[config.mk]
export PLATFORM = sky130hd
export DESIGN_NAME = simd_shift_unit
export DESIGN_NICKNAME = d
export VERILOG_FILES = /design/src/rtl/simd_shift_pkg.sv /design/src/rtl/simd_lane_shifter.sv /design/src/rtl/simd_perm_unit.sv /design/src/rtl/simd_flag_gen.sv /design/src/rtl/simd_shift_unit.sv
export SDC_FILE = /design/constraint.sdc
export NUM_CORES = 2
export LEC_CHECK = 0
export BUFFER_PORTS_ARGS = -buffer_cell sky130_fd_sc_hd__buf_2
export CORE_ASPECT_RATIO = 1.75
export CORE_MARGIN = 3
export CORE_UTILIZATION = 41
export DETAILED_ROUTE_END_ITERATION = 12
export HOLD_SLACK_MARGIN = 0.05
export PLACE_DENSITY = 0.71
export SKIP_LAST_GASP = 1
export SLEW_MARGIN = 40
export SYNTH_ARGS = -nofsm -noshare
export SYNTH_HDL_FRONTEND = slang
export SYNTH_HIERARCHICAL = 1
export SYNTH_SLANG_ARGS = --single-unit
[constraint.sdc]
create_clock -name clk -period 3.4 [get_ports clk]
set_input_delay 0 -clock clk [delete_from_list [all_inputs] [get_ports clk]]
set_output_delay 0 -clock clk [all_outputs]
set_load 0.03 [all_outputs]
[src/rtl/simd_shift_pkg.sv]
package simd_shift_pkg;

    localparam int DATA_W = 64;
    localparam int CNT_W  = 8;
    localparam int FLAG_W = DATA_W / 2;
    localparam int HALF_W = 16;
    localparam int BYTE_W = 8;
    localparam int N_SIZES = 3;

    typedef enum logic [2:0] {
        OP_SHL   = 3'd0,
        OP_SHR   = 3'd1,
        OP_ASR   = 3'd2,
        OP_ROR   = 3'd3,
        OP_SHUF  = 3'd4,
        OP_ALIGN = 3'd5,
        OP_RSV6  = 3'd6,
        OP_RSV7  = 3'd7
    } sh_op_e;

    typedef enum logic [1:0] {
        FMT_16 = 2'd0,
        FMT_32 = 2'd1,
        FMT_64 = 2'd2
    } flag_fmt_e;

    typedef struct packed {
        logic              vld;
        logic [DATA_W-1:0] res;
        logic [FLAG_W-1:0] flg;
    } sh_out_t;

    function automatic logic is_lane_op(sh_op_e op);
        return (op == OP_SHL) || (op == OP_SHR) || (op == OP_ASR) || (op == OP_ROR);
    endfunction

    function automatic flag_fmt_e size_to_fmt(logic [1:0] sz);
        case (sz)
            2'd0:    return FMT_16;
            2'd1:    return FMT_32;
            default: return FMT_64;
        endcase
    endfunction

    function automatic int fmt_lane_bits(flag_fmt_e f);
        return HALF_W << int'(f);
    endfunction

endpackage

[src/rtl/simd_lane_shifter.sv]
module simd_lane_shifter
    import simd_shift_pkg::*;
#(
    parameter int DATA_W_P = DATA_W,
    parameter int LANE_W   = 16,
    parameter int CNT_W_P  = CNT_W
) (
    input  sh_op_e                op,
    input  logic [DATA_W_P-1:0]   din,
    input  logic [CNT_W_P-1:0]    cnt,
    output logic [DATA_W_P-1:0]   dout
);
    localparam int LANES = DATA_W_P / LANE_W;
    localparam int ROT_W = $clog2(LANE_W);

    logic over;
    assign over = (cnt >= CNT_W_P'(LANE_W));

    for (genvar l = 0; l < LANES; l++) begin : g_lane
        logic [LANE_W-1:0]   x;
        logic [LANE_W-1:0]   y;
        logic [2*LANE_W-1:0] dbl;

        assign x   = din[l*LANE_W +: LANE_W];
        assign dbl = {x, x} >> cnt[ROT_W-1:0];

        always_comb begin
            case (op)
                OP_SHL:  y = over ? '0 : (x << cnt);
                OP_SHR:  y = over ? '0 : (x >> cnt);
                OP_ASR:  y = over ? {LANE_W{x[LANE_W-1]}} : LANE_W'($signed(x) >>> cnt);
                OP_ROR:  y = dbl[LANE_W-1:0];
                default: y = x;
            endcase
        end

        assign dout[l*LANE_W +: LANE_W] = y;
    end

endmodule

[src/rtl/simd_perm_unit.sv]
module simd_perm_unit
    import simd_shift_pkg::*;
#(
    parameter int DATA_W_P = DATA_W,
    parameter int CNT_W_P  = CNT_W
) (
    input  sh_op_e              op,
    input  logic [DATA_W_P-1:0] a,
    input  logic [DATA_W_P-1:0] b,
    input  logic [CNT_W_P-1:0]  ctl,
    output logic [DATA_W_P-1:0] dout
);
    localparam int HW_CNT   = DATA_W_P / HALF_W;
    localparam int SEL_W    = $clog2(HW_CNT);
    localparam int BOFS_W   = $clog2(DATA_W_P / BYTE_W);
    localparam int BSHIFT_W = BOFS_W + $clog2(BYTE_W);

    logic [DATA_W_P-1:0]   shuf;
    logic [2*DATA_W_P-1:0] cat;
    logic [BSHIFT_W-1:0]   bshift;

    for (genvar k = 0; k < HW_CNT; k++) begin : g_hw
        logic [SEL_W-1:0] idx;
        assign idx = ctl[k*SEL_W +: SEL_W];
        assign shuf[k*HALF_W +: HALF_W] = a[int'(idx)*HALF_W +: HALF_W];
    end

    assign bshift = {ctl[BOFS_W-1:0], {$clog2(BYTE_W){1'b0}}};
    assign cat    = {b, a} >> bshift;

    always_comb begin
        case (op)
            OP_SHUF:  dout = shuf;
            OP_ALIGN: dout = cat[DATA_W_P-1:0];
            default:  dout = a;
        endcase
    end

endmodule

[src/rtl/simd_flag_gen.sv]
module simd_flag_gen
    import simd_shift_pkg::*;
#(
    parameter int DATA_W_P = DATA_W
) (
    input  flag_fmt_e             fmt,
    input  logic [DATA_W_P-1:0]   din,
    output logic [DATA_W_P/2-1:0] flags
);
    localparam int FW = DATA_W_P / 2;

    logic [FW-1:0] fw [N_SIZES];

    for (genvar g = 0; g < N_SIZES; g++) begin : g_fmt
        localparam int W    = HALF_W << g;
        localparam int LN   = DATA_W_P / W;
        localparam int SLOT = W / 2;
        always_comb begin
            fw[g] = '0;
            for (int i = 0; i < LN; i++) begin
                fw[g][SLOT*i + SLOT-1] = din[W*i + W-1];
                fw[g][SLOT*i + SLOT-2] = (din[W*i +: W] == '0);
            end
        end
    end

    always_comb begin
        case (fmt)
            FMT_16:  flags = fw[0];
            FMT_32:  flags = fw[1];
            default: flags = fw[2];
        endcase
    end

endmodule

[src/rtl/simd_shift_unit.sv]
module simd_shift_unit
    import simd_shift_pkg::*;
(
    input  logic              clk,
    input  logic              rst,
    input  logic              in_valid,
    input  logic [2:0]        op_code,
    input  logic [1:0]        lane_sel,
    input  logic [DATA_W-1:0] opnd_a,
    input  logic [DATA_W-1:0] opnd_b,
    input  logic [CNT_W-1:0]  ctl,
    output logic              out_valid,
    output logic [DATA_W-1:0] result,
    output logic [FLAG_W-1:0] flags
);
    sh_op_e            op;
    flag_fmt_e         lane_fmt;
    flag_fmt_e         out_fmt;
    logic [DATA_W-1:0] shf_res [N_SIZES];
    logic [DATA_W-1:0] perm_res;
    logic [DATA_W-1:0] nxt_res;
    logic [FLAG_W-1:0] nxt_flg;
    sh_out_t           q;

    assign op       = sh_op_e'(op_code);
    assign lane_fmt = size_to_fmt(lane_sel);

    for (genvar g = 0; g < N_SIZES; g++) begin : g_shf
        simd_lane_shifter #(
            .DATA_W_P (DATA_W),
            .LANE_W   (HALF_W << g),
            .CNT_W_P  (CNT_W)
        ) u_shf (
            .op   (op),
            .din  (opnd_a),
            .cnt  (ctl),
            .dout (shf_res[g])
        );
    end

    simd_perm_unit #(
        .DATA_W_P (DATA_W),
        .CNT_W_P  (CNT_W)
    ) u_perm (
        .op   (op),
        .a    (opnd_a),
        .b    (opnd_b),
        .ctl  (ctl),
        .dout (perm_res)
    );

    always_comb begin
        if (is_lane_op(op)) begin
            nxt_res = shf_res[lane_fmt];
            out_fmt = lane_fmt;
        end else if (op == OP_SHUF) begin
            nxt_res = perm_res;
            out_fmt = FMT_16;
        end else if (op == OP_ALIGN) begin
            nxt_res = perm_res;
            out_fmt = FMT_64;
        end else begin
            nxt_res = opnd_a;
            out_fmt = FMT_64;
        end
    end

    simd_flag_gen #(
        .DATA_W_P (DATA_W)
    ) u_flg (
        .fmt   (out_fmt),
        .din   (nxt_res),
        .flags (nxt_flg)
    );

    always_ff @(posedge clk) begin
        if (rst) begin
            q <= '0;
        end else begin
            q.vld <= in_valid;
            if (in_valid) begin
                q.res <= nxt_res;
                q.flg <= nxt_flg;
            end
        end
    end

    assign out_valid = q.vld;
    assign result    = q.res;
    assign flags     = q.flg;

    // Assertion helpers
    logic [CNT_W:0] lane_bits;
    assign lane_bits = (CNT_W+1)'(fmt_lane_bits(lane_fmt));

    AST_OUT_PULSE: assert property (@(posedge clk) disable iff (rst)
        in_valid |=> out_valid);
    AST_NO_SPURIOUS: assert property (@(posedge clk) disable iff (rst)
        !in_valid |=> !out_valid);
    AST_HOLD_IDLE: assert property (@(posedge clk) disable iff (rst)
        !in_valid |=> ($stable(result) && $stable(flags)));
    AST_ZERO_COUNT: assert property (@(posedge clk) disable iff (rst)
        (in_valid && (op == OP_SHL || op == OP_SHR) && ctl == '0)
        |=> result == $past(opnd_a));
    AST_LOGIC_OVER: assert property (@(posedge clk) disable iff (rst)
        (in_valid && (op == OP_SHL || op == OP_SHR) && {1'b0, ctl} >= lane_bits)
        |=> result == '0);
    AST_ALIGN_ZERO: assert property (@(posedge clk) disable iff (rst)
        (in_valid && op == OP_ALIGN && ctl[2:0] == 3'd0)
        |=> result == $past(opnd_a));
    AST_NZ_EXCL: assert property (@(posedge clk) disable iff (rst)
        out_valid |-> ((flags & (flags << 1)) == '0));

endmodule

==> run metrics, run 1 <==
global-route wire length before repair=830.1 mm; Log Error=[ERROR GRT-0116] Global routing finished with congestion. Check the congestion regions in the DRC Viewer.; hpwl dp=381.0 mm; status=did not finish; worst slack at placement=-2.146 ns; GR Util All Layers=86.09%; Initial Util=41.31%; CTS sink cnt=97; gr ovfl total=2712; DP Area=0.07270 sq mm; Synth Cell Area=0.05126 sq mm; die height=473.8 um; Area contributors post-synth=mux4_2 (19%), mux2i_1 (12%), mux2_2 (6.3%); Clock H-tree levels=3; Synth cell types=114; largest net degree at the start of global routing=83; post-synth top area share=18.63%; # IOs=241; FF+latch count, synth=97; clk root buf=clkbuf_16; GPL Wtd Cong=1.387; width of the die=273.3 um; hold bufs inserted after CTS=0; sequential-to-total area share from yosys stat=3.788%; Port-buffer cells=232; Cells after Synth=6485; # rows=171; Synth area leader=mux4_2; CTS Buffer Depth=2; syn_area_per_cell=7.905 sq um; Post-Place Cells=10.18k; CTS Buf Count=9; synthesis warning total=6; Async SR Flop Fraction=0%; Post-synth EDFFs=0; vias in the first global route=91.22k; Last stage=global routing; commonest register cell after synthesis=dfxtp_1
==> metal layers <==
layer,GRT usage (%),GRT overflow
met3,73.72,36
met1,84.38,28
met4,87.18,800
met2,101.1,1840
met5,42.72,8
==> logic make-up after synthesis <==
family	count (synthesis)	share of synthesized area (%)
mux	1394	39.45
buf+inv	954	9.407
simple gates	1935	17.27
flops	97	3.788
other cells	1	0.007315
compound gates	2104	30.08
==> per-stage QoR <==
step                TNS [ns]  hold WS (ns)
floorplan                  0        0.2770
global placement      -36.05        0.4385
detailed placement    -35.77        0.4342
CTS                   -2.710        0.1119
==> cells in the mapped netlist (all sizes together), types with 15 or more instances <==
library cell  instances
a21oi               328
o32ai                28
a2bb2oi              59
dfxtp                97
nor3                151
o22a                 15
or2                  25
o21ai               328
o21a                 20
a221oi               82
and3                 20
o31ai                32
buf                 430
a31oi                81
o221ai               89
a311oi               81
a21o                 27
mux2                342
a2111oi              30
or3                  19
nand4                18
inv                  91
mux2i               603
a211oi              105
a22o                 27
nand3               129
clkbuf              430
nand2               670
o32a                 40
nor2b                40
nand2b              103
nor4                 57
and2                 40
o2bb2ai              30
a32oi                72
o22ai               207
nor2                606
a22oi               123
mux4                449
o211ai              143
a221o                27
a211o                24
==> timing repair <==
action                                  in CTS
resized for setup                          274
endpoints found under the setup margin      32
endpoints found under the hold margin        0
cloned                                      14
pin swaps                                   61
buffers inserted                            55
==> inputs of run 2 (changes only) <==
--- a/config.mk
+++ b/config.mk
@@ -6,12 +6,10 @@
 export NUM_CORES = 2
 export LEC_CHECK = 0
 export BUFFER_PORTS_ARGS = -buffer_cell sky130_fd_sc_hd__buf_2
-export CORE_ASPECT_RATIO = 1.75
 export CORE_MARGIN = 3
-export CORE_UTILIZATION = 41
+export CORE_UTILIZATION = 26
 export DETAILED_ROUTE_END_ITERATION = 12
-export HOLD_SLACK_MARGIN = 0.05
-export PLACE_DENSITY = 0.71
+export PLACE_DENSITY_LB_ADDON = 0.15
 export SKIP_LAST_GASP = 1
 export SLEW_MARGIN = 40
 export SYNTH_ARGS = -nofsm -noshare
==> constraint.sdc (replaced) <==
create_clock -name clk -period 4.4 [get_ports clk]
set_input_delay 0 -clock clk [delete_from_list [all_inputs] [get_ports clk]]
set_output_delay 0 -clock clk [all_outputs]
set_load 0.03 [all_outputs]
==> run metrics, run 2 <==
Fin. Hold Viols=0; commonest register cell after synthesis=dfxtp_1 (unchanged); setup TNS=-0.1837 ns; via count=77.21k; slowest stage delay, CP=0.62 ns; die footprint=0.2025 sq mm; post-synth top area share=18.63% (unchanged); sequential-to-total area share from yosys stat=3.788% (unchanged); Hold WC Path Type=input pin to register; maxcap violations=0; Synth area leader=mux4_2 (unchanged); CTS Buffer Depth=2 (unchanged); post-DR vias/cell=6.939; worst slack at placement=-1.162 ns (was -2.146 ns); DR DRC count=0; Clock Skew=0 ns; CTS sink cnt=97 (unchanged); most frequent cells in the layout=buf_4 (2282), nand2_1 (662), nor2_1 (591); synthesis warning total=6 (unchanged); Async SR Flop Fraction=0% (unchanged); maximum VDD drop=0.0001881 V; failing checks=negative setup slack; Antenna Violating Nets Remaining=0; Port-buffer cells=232 (unchanged); Internal=5.763 mW; nets@finish=8573; Final Cycle Share=103.6%; most common cell after layout, fill and taps aside=buf_4; DRT iter0 DRCs=12.36k; leak pwr=31.20 nW; GR Util All Layers=51.83%; Power Density=176.5 mW/mm^2; startpoint types=input pin; Clk pwr share=6.5%; Hold Slack=0.05342 ns; register area=0.001942 sq mm; DR WL/cell=49.48 um; CTS Buf Count=9 (unchanged); M3 GR Usage=19.09%; met1 usage=55.86%; status=complete, but fails checks (was did not finish); Sw Share=56.49%; CTS tree=done; WP data required=4.73 ns; Rel. slew slack=35.07%; Area contributors post-synth=mux4_2 (19%), mux2i_1 (12%), mux2_2 (6.3%) (unchanged); hpwl dp=439.7 mm (was 381.0 mm); Cells after Synth=6485 (unchanged); minimum clock period=4.557 ns; Core ar.=0.1954 sq mm; Synth Cell Area=0.05126 sq mm (unchanged); share of cells above drive strength 1=45.65%; clk root buf=clkbuf_16 (unchanged); width of the die=450.0 um (was 273.3 um); die height=450.0 um (was 473.8 um); footprint of the multi-input gates=0.04548 sq mm; CP Cell Sequence=buf_8, buf_4, and2_1, buf_4, a221oi_1, buf_4, nor2_1, a211oi_1, buf_4, a211oi_1, a41oi_1, nand2b_1, o211ai_2, nand2_1, nor4_1, nand4_1, a211o_2, o41ai_2, mux2i_1, nor2_1; fin worst setup slack=-0.1565 ns; busiest grt layer=met2; # IOs=241 (unchanged); CP arrival=4.88 ns; gr ovfl total=0; Initial Util=26.23% (was 41.31%); Least-Margin Pin Slew=0.9681 ns; global-route wire length before repair=712.1 mm; CP Class=input pin to register; area grow syn2layout=46.43%; later-pin clock latency in the skew report=0.40 ns; most used cell, CP=buf_4; Post-synth EDFFs=0 (unchanged); syn_area_per_cell=7.905 sq um (unchanged); Largest register FFs=64; sequential share of power=7.5%; GPL Wtd Cong=1.145 (was 1.387); GRT met2 Usage=77.17%; vias in the first global route=72.07k; antenna violations before repair=84; DRT Pass-1 Iters=6; CP bufs+invs=5; Crit-path slowest cell=a211oi_1; final setup violation count=2; final max-slew violation count=0; count leader, synth=nand2_1 (unchanged); Fmax achieved=219.5 MHz; largest net degree at the start of global routing=128; Synth cell types=114 (unchanged); worst-path maximum fanout=29; Synth top cells by count=nand2_1 (669), nor2_1 (602), mux2i_1 (600), clkbuf_1 (425), mux4_2 (424) (unchanged); P_sw=7.483 mW; crit-path leading delay family=compound AO/OA/AOI/OAI gates; CP Capture Type=register; Filler Cell Count=20.55k; Gate power share=86.0%; Clock H-tree levels=3 (unchanged); Routed Wire Length=550.6 mm; FF+latch count, synth=97 (unchanged); Reg clk slew, reported paths=0.07 ns; # rows=162 (was 171)
run 2: cell counts after synthesis:
Identical to the previous run, type by type.
run 2: final timing paths:
| path | start | endpoint | slack, ns | depth (start not counted) |
|---|---|---|---|---|
| worst min register to register | result[37]$_SDFFE_PP0P_ | result[37]$_SDFFE_PP0P_ | 0.49 | 2 |
| worst min-delay path | in_valid | result[29]$_SDFFE_PP0P_ | 0.05 | 3 |
| worst max register to register | result[16]$_SDFFE_PP0P_ | result[16]$_SDFFE_PP0P_ | 3.41 | 2 |
| worst max-delay path | ctl[3] | flags[30]$_SDFFE_PP0P_ | -0.16 | 20 |
run 2: per-layer routing:
metal | up-vias | part of all wire (%)
met2 | 6957 | 42
met4 | 30 | 13
li1 | 29597 | -
met1 | 38260 | 34
met5 | - | 0.037
met3 | 2368 | 12
run 2: worst min-delay path: stages:
cell and delay, ns:
buf_6 0.20, nor2_1 0.15, a311oi_1 0.05
run 2: timing repair:
action / CTS / global route
endpoints found under the setup margin: 4 / 4
gates cloned: 3 / 6
pin swaps: 12 / 29
buffers inserted: 8 / 17
hold buffers: 0 / 0
resized for setup: 72 / 151
run 2: cell type report:
class | instances | area share (%)
well taps | 2624 | 4.374
clock buffers | 11 | 0.3100
inverters | 94 | 0.4801
flip-flops and latches | 97 | 2.587
diodes | 71 | 0.2367
repair buffers | 2770 | 31.38
multi-input cells | 5457 | 60.59
clock inverters | 4 | 0.04001
run 2: through the flow:
stage,std cells,utilization [%],area (sq um),total power [mW]
finish,11128,38.42,75060,13.25
global route,11070,38.34,74920,13.26
CTS,11033,37.79,73840,12.48
detailed placement,11007,37.40,73090,11.51
global placement,11003,37.35,72980,11.56
floorplan,6508,-,51350,5.479
run 2: power by group through the flow:
stage               sequential (mW)  combinational [mW]  clock, mW
floorplan                      1.11                4.36          0
finish                        0.994                11.4      0.859
CTS                           0.995                10.6      0.874
global route                  0.999                11.4      0.878
global placement               1.01                10.5          0
detailed placement             1.01                10.5          0
run 2: cell families after synthesis:
kind of cell | synth area share [%]
compound gates | 30.08
buf+inv | 9.407
flops | 3.788
mux | 39.45
other cells | 0.007315
simple gates | 17.27
No activity file was read; power rests on OpenSTA's default activity.
